## src/rtl/crc_pkg.sv

```systemverilog
package crc_pkg;
    localparam int unsigned CRC_MAX_W = 24;
    localparam int unsigned CRC_IDX_W = 5;

    typedef enum logic [1:0] {
        KIND_PRE  = 2'd0,
        KIND_ADDR = 2'd1,
        KIND_BODY = 2'd2,
        KIND_CRC  = 2'd3
    } bit_kind_e;

    function automatic logic [CRC_IDX_W-1:0] width_of(input logic [1:0] code);
        case (code)
            2'd1:    return CRC_IDX_W'(8);
            2'd2:    return CRC_IDX_W'(16);
            default: return CRC_IDX_W'(24);
        endcase
    endfunction
endpackage

```

## src/rtl/crc_shift_core.sv

```systemverilog
module crc_shift_core #(
    parameter int unsigned W   = crc_pkg::CRC_MAX_W,
    parameter int unsigned IDX = crc_pkg::CRC_IDX_W
) (
    input  logic           clk,
    input  logic           rst_n,
    input  logic           pkt_start,
    input  logic [W-1:0]   cfg_poly,
    input  logic [W-1:0]   cfg_seed,
    input  logic [1:0]     cfg_len,
    input  logic           cfg_skip_addr,
    input  logic           cfg_tx,
    input  logic           bit_valid,
    input  logic [1:0]     bit_kind,
    input  logic           bit_data,
    output logic [W-1:0]   crc_reg,
    output logic [IDX-1:0] width,
    output logic           tx_mode
);
    import crc_pkg::*;

    typedef struct packed {
        logic [W-1:0]   crc;
        logic [W-1:0]   poly;
        logic [IDX-1:0] wid;
        logic           skip;
        logic           tx;
    } core_t;

    core_t q, d;
    logic [W-1:0]   mask_new, mask_cur;
    logic [IDX-1:0] wid_new;
    logic [IDX-1:0] top_pos;
    logic           covered, fb;

    always_comb begin
        wid_new = width_of(cfg_len);
        for (int i = 0; i < W; i++) begin
            mask_new[i] = (i < int'(wid_new));
            mask_cur[i] = (i < int'(q.wid));
        end
        top_pos = q.wid - IDX'(1);
        covered = bit_valid && ((bit_kind == KIND_BODY) ||
                                (bit_kind == KIND_ADDR && !q.skip));
        fb      = q.crc[top_pos] ^ bit_data;

        d = q;
        if (pkt_start) begin
            d.crc  = cfg_seed & mask_new;
            d.poly = cfg_poly & mask_new;
            d.wid  = wid_new;
            d.skip = cfg_skip_addr;
            d.tx   = cfg_tx;
        end else if (covered) begin
            d.crc = ((q.crc << 1) ^ (fb ? q.poly : '0)) & mask_cur;
        end
    end

    always_ff @(posedge clk or negedge rst_n) begin
        if (!rst_n) begin
            q      <= '0;
            q.wid  <= IDX'(W);
        end else begin
            q <= d;
        end
    end

    assign crc_reg = q.crc;
    assign width   = q.wid;
    assign tx_mode = q.tx;
endmodule

```

## src/rtl/crc_field_check.sv

```systemverilog
module crc_field_check #(
    parameter int unsigned W   = crc_pkg::CRC_MAX_W,
    parameter int unsigned IDX = crc_pkg::CRC_IDX_W
) (
    input  logic           clk,
    input  logic           rst_n,
    input  logic           pkt_start,
    input  logic           bit_valid,
    input  logic [1:0]     bit_kind,
    input  logic           bit_data,
    input  logic [W-1:0]   crc_reg,
    input  logic [IDX-1:0] width,
    input  logic           tx_mode,
    output logic           tx_bit,
    output logic [W-1:0]   rx_crc,
    output logic           crc_ok,
    output logic           crc_err
);
    import crc_pkg::*;

    typedef struct packed {
        logic [IDX-1:0] idx;
        logic           done;
        logic           miss;
        logic [W-1:0]   shadow;
        logic [W-1:0]   rx;
        logic           ok;
        logic           err;
    } chk_t;

    chk_t q, d;
    logic [W-1:0]   mask;
    logic [IDX-1:0] pos;
    logic           expect_bit, field_bit, last_bit, miss_n;
    logic [W-1:0]   shadow_n;

    always_comb begin
        for (int i = 0; i < W; i++) begin
            mask[i] = (i < int'(width));
        end
        pos        = width - IDX'(1) - q.idx;
        expect_bit = q.done ? 1'b0 : crc_reg[pos];
        field_bit  = bit_valid && (bit_kind == KIND_CRC) && !q.done && !pkt_start;
        last_bit   = (q.idx == width - IDX'(1));
        shadow_n   = ((q.shadow << 1) | W'(bit_data)) & mask;
        miss_n     = q.miss | (bit_data != expect_bit);

        d     = q;
        d.ok  = 1'b0;
        d.err = 1'b0;
        if (pkt_start) begin
            d.idx    = '0;
            d.done   = 1'b0;
            d.miss   = 1'b0;
            d.shadow = '0;
        end else if (field_bit) begin
            d.idx    = q.idx + IDX'(1);
            d.shadow = shadow_n;
            d.miss   = miss_n;
            if (last_bit) begin
                d.done = 1'b1;
                if (!tx_mode) begin
                    d.rx  = shadow_n;
                    d.ok  = !miss_n;
                    d.err = miss_n;
                end
            end
        end
    end

    always_ff @(posedge clk or negedge rst_n) begin
        if (!rst_n) begin
            q      <= '0;
            q.done <= 1'b1;
        end else begin
            q <= d;
        end
    end

    assign tx_bit  = expect_bit;
    assign rx_crc  = q.rx;
    assign crc_ok  = q.ok;
    assign crc_err = q.err;
endmodule

```

## src/rtl/serial_crc_engine.sv

```systemverilog
module serial_crc_engine #(
    parameter int unsigned W   = crc_pkg::CRC_MAX_W,
    parameter int unsigned IDX = crc_pkg::CRC_IDX_W
) (
    input  logic         clk,
    input  logic         rst_n,
    input  logic [W-1:0] cfg_poly,
    input  logic [W-1:0] cfg_seed,
    input  logic [1:0]   cfg_len,
    input  logic         cfg_skip_addr,
    input  logic         cfg_tx,
    input  logic         pkt_start,
    input  logic         bit_valid,
    input  logic [1:0]   bit_kind,
    input  logic         bit_data,
    output logic         tx_bit,
    output logic [W-1:0] rx_crc,
    output logic         crc_ok,
    output logic         crc_err
);
    logic [W-1:0]   crc_reg;
    logic [IDX-1:0] width;
    logic           tx_mode;

    crc_shift_core #(.W(W), .IDX(IDX)) u_core (
        .clk           (clk),
        .rst_n         (rst_n),
        .pkt_start     (pkt_start),
        .cfg_poly      (cfg_poly),
        .cfg_seed      (cfg_seed),
        .cfg_len       (cfg_len),
        .cfg_skip_addr (cfg_skip_addr),
        .cfg_tx        (cfg_tx),
        .bit_valid     (bit_valid),
        .bit_kind      (bit_kind),
        .bit_data      (bit_data),
        .crc_reg       (crc_reg),
        .width         (width),
        .tx_mode       (tx_mode)
    );

    crc_field_check #(.W(W), .IDX(IDX)) u_field (
        .clk       (clk),
        .rst_n     (rst_n),
        .pkt_start (pkt_start),
        .bit_valid (bit_valid),
        .bit_kind  (bit_kind),
        .bit_data  (bit_data),
        .crc_reg   (crc_reg),
        .width     (width),
        .tx_mode   (tx_mode),
        .tx_bit    (tx_bit),
        .rx_crc    (rx_crc),
        .crc_ok    (crc_ok),
        .crc_err   (crc_err)
    );
endmodule

```

## config.mk

```make
export PLATFORM = sky130hd
export DESIGN_NAME = serial_crc_engine
export DESIGN_NICKNAME = d
export VERILOG_FILES = /design/src/rtl/crc_pkg.sv /design/src/rtl/crc_shift_core.sv /design/src/rtl/crc_field_check.sv /design/src/rtl/serial_crc_engine.sv
export SDC_FILE = /design/constraint.sdc
export NUM_CORES = 1
export LEC_CHECK = 0
export ABC_AREA = 0
export BUFFER_PORTS_ARGS = -buffer_cell sky130_fd_sc_hd__buf_2
export CELL_PAD_IN_SITES_DETAIL_PLACEMENT = 1
export CELL_PAD_IN_SITES_GLOBAL_PLACEMENT = 1
export CORE_MARGIN = 5
export CORE_UTILIZATION = 40
export CTS_CLUSTER_DIAMETER = 30
export DETAILED_ROUTE_END_ITERATION = 16
export PLACE_DENSITY_LB_ADDON = 0.05
export REMOVE_ABC_BUFFERS = 1
export SLEW_MARGIN = 5
export SYNTH_ARGS = -nofsm -noshare
export SYNTH_HDL_FRONTEND = slang
export SYNTH_SLANG_ARGS = --single-unit
```

## constraint.sdc

```tcl
create_clock -name clk -period 3.2 [get_ports clk]
set_input_delay 0.8 -clock clk [delete_from_list [all_inputs] [get_ports clk]]
set_output_delay 0.8 -clock clk [all_outputs]
set_load 0.005 [all_outputs]
```

==> results by group <==
Timing
  – Pins Over Slew Limit: 0
  – Skew final: between 9 and 10 ps
  – Setup violation total in the final timing report: 0
  – Count of final hold-check violations: 0
  – RSZ-0062 raised after global routing: yes
  – Slew margin rel.: 44.74%
  – Final worst slack: 57.66 ps
  – Final min period: 3142 ps
  – Period Utilization, post-route: 98.20%
  – Worst Tran Pin Value: 822.5 ps
  – Max Fclk: about 0.32 GHz

Clock network
  – CTS tree: yes
  – Clock Path Buffers: 2
  – Hold_buf cts: 0
  – Root buf cell: clkbuf_16
  – Worst-path clk slew: 70 ps
  – Clk sinks: 108
  – H-tree depth: 3
  – Skew-Pair Late Insertion Delay: approximately 350 ps
  – CTS Buf Count: 9

GRT
  – Number of global-route vias before repair: 3980
  – Grt ovf: 0
  – Initial antenna violation count: 0
  – Largest net degree at the start of global routing: 61
  – Gr usage total: 17.16%
  – First-pass GRT wire length: 20.28 mm

Synth
  – Distinct cells, synth: 46
  – Adder-Cell Fraction of Synth Area: under 10%
  – Gate Count Post-Synth: 511
  – Simple-gate area share of the yosys netlist: 12.31%
  – Largest family of logic cells by synthesized area: compound AO/OA/AOI/OAI gates
  – Post-synth EDFFs: 0
  – Synthesized flop and latch total: 108
  – Mux cell area share after synthesis: 4.308%
  – Register area share after synthesis: ~53%
  – Synth Area in Compound Gates: 15.89%
  – Warnings from Yosys: 0
  – Ys flop type: dfrtp_1
  – Syn Std Cell Area: 0.005141 mm2
  – Post-Synth XOR/XNOR Area: 5.111%
  – Async set-reset flop share out of synthesis: between 90% and 100%
  – Avg Cell Area, Syn: 10.06 um2

Flow run
  – Max-cap viol count: 0

Floorplan
  – Die X: 123.4 um
  – DIE HEIGHT: 123.4 um
  – I/O pin cnt: 86
  – Die Footprint: between 0.015 and 0.02 mm2
  – Core Box Area: 0.01262 mm2
  – Site Rows: 41
  – Initial Utilization: between 40 and 50%

Critical path
  – Kind of critical path: reg -> out
  – CP Capture Type: primary output
  – CP required: 2400 ps
  – Crit Path Max Fanout: 4
  – Worst endpoint data arrival time: roughly 2300 ps
  – Crit start category: flop

Place
  – IO Port Bufs: between 80 and 90
  – Worst-case setup slack after placement: slightly below 60 ps
  – GP Congestion: 0.7860
  – Post-place instance area: 0.005619 mm2
  – Post-DP HPWL: 8.612 mm

Detailed routing
  – Wire per inst: 16.24 um
  – Initial DRC Count: 174
  – Post-Route WL: 12.21 mm
  – Drt pass-1 iters: 4
  – Post-DRT Antenna Nets: 0
  – Routed vias: 3734
  – Remaining routing DRC violations: 0
  – Vias per cell: ~5.0

Pwr
  – Peak VDD IR: between 0.3 and 0.4 mV
  – Pwr Density: 541.7 mW/mm2
  – Leakage: 2.811 nW
  – Total Power: 3.266 mW

Outcome
  – Status: completed

Final layout
  – Area growth, synth to finish: 17.28%
  – Total Nets Final: 640
  – Share of layout cells above drive strength 1: between 20% and 30%
  – Post-layout util: 47.78%
  – Inserted Diodes: 0
  – Regs by FF count: u_field.q (30), u_core.q (25)
  – Biggest register: u_field.q
  – Final instance area: 0.006030 mm2
  – Number of flip-flops in the largest register: 30

Worst hold path
  – Worst Hold Class: reg -> reg
-- stage by stage --
stage | hold slack (ps) | cells | TNS [ps]
after floorplan | 434.7 | 458 | 0
after global placement | 458.5 | 733 | 0
after detailed placement | 458.0 | 733 | 0
after CTS | 471.3 | 750 | 0
after global routing | 491.4 | 752 | -42.00
final | 468.3 | 752 | 0
-- cells in the final DEF, fill, tap and decap left out, drive strengths merged, types with 3 or more instances in the layout --
cell type / instances
ha: 6
o21ai: 73
buf: 106
nor2: 12
xor2: 26
xnor2: 4
inv: 30
mux4: 4
nand2: 96
dfstp: 3
nand2b: 11
mux2: 5
clkbuf: 12
a22o: 23
dfrtp: 105
mux2i: 6
a22oi: 23
nor3: 4
-- cell usage after synthesis, types with 2 or more instances --
| library cell | number | area (um2) |
|---|---|---|
| ha_1 | 6 | 75.07 |
| dfstp_2 | 3 | 78.83 |
| nand2b_1 | 11 | 68.82 |
| o21ai_1 | 72 | 360.4 |
| nand4_1 | 2 | 12.51 |
| nand2_1 | 96 | 360.4 |
| clkbuf_1 | 22 | 82.58 |
| mux2i_1 | 6 | 60.06 |
| nand4b_1 | 2 | 17.52 |
| buf_1 | 2 | 7.510 |
| a21oi_1 | 2 | 10.01 |
| inv_1 | 30 | 112.6 |
| nor3b_1 | 2 | 15.01 |
| xor2_1 | 26 | 227.7 |
| mux4_1 | 4 | 105.1 |
| xnor2_1 | 4 | 35.03 |
| a22oi_1 | 23 | 172.7 |
| dfrtp_1 | 105 | 2628 |
| mux2_2 | 2 | 22.52 |
| nor3_1 | 4 | 20.02 |
| mux2_1 | 3 | 33.78 |
| buf_4 | 25 | 187.7 |
| a22o_1 | 23 | 201.4 |
| nor2_1 | 12 | 45.04 |
| buf_2 | 3 | 15.01 |
-- cell type report --
type | count | area (um2)
fill | 1500 | 6590
multi-input combinational | 319 | 2068
inverter | 31 | 123.9
timing repair buffer | 106 | 585.6
sequential | 108 | 2708
clock buffer | 12 | 256.5
tap | 172 | 215.2
clock inverter | 4 | 72.57
-- per-layer routing --
layer	routed length [um]	vias up	track usage, %
li1	-	1842	-
met1	5727	1813	23.07
met2	5857	67	28.20
met3	455	12	2.973
met4	175	0	5.606
met5	0	-	0
-- path summary, 6_finish.rpt --
path                            startpoint                 end  slack, ps  cells after the start
max in group asynchronous            rst_n     u_core.width[3]       1840                      2
min in group asynchronous            rst_n  u_field.rx_crc[14]        530                      1
max reg2reg                u_core.width[3]       u_field.q[50]        650                      9
min reg2reg                  u_field.q[50]      u_field.crc_ok        470                      1
max                        u_core.width[3]              tx_bit         60                      8
min                          u_field.q[50]      u_field.crc_ok        470                      1
-- kinds of logic after synthesis --
| kind of cell | count (synthesis) |
|---|---|
| simple gates | 139 |
| compound gates | 129 |
| flops | 108 |
| buf+inv | 84 |
| xor+xnor | 30 |
| mux | 15 |
| fa+ha+maj | 6 |
-- power breakdown --
| part | total, mW | switching [mW] | internal, mW |
|---|---|---|---|
| registers | 1.54 | 0.0835 | 1.45 |
| logic | 0.504 | 0.274 | 0.230 |
| clock network | 1.23 | 0.497 | 0.728 |
-- timing repair --
action / in CTS / in global routing
gates resized for setup: 5 / 5
pin swaps: 2 / 2
endpoints found under the setup margin: 1 / 1
setup buffers: 1 / 2
-- critical path, cell delays in order, from the launching register on --
cell and delay [ps]:
dfstp_2 570, inv_4 60, ha_4 260, xnor2_4 140, xor2_2 160, nor4bb_4 170
or3_4 420, nor2_4 100, buf_2 120
Note: power is estimated with default switching activity, not from simulation.
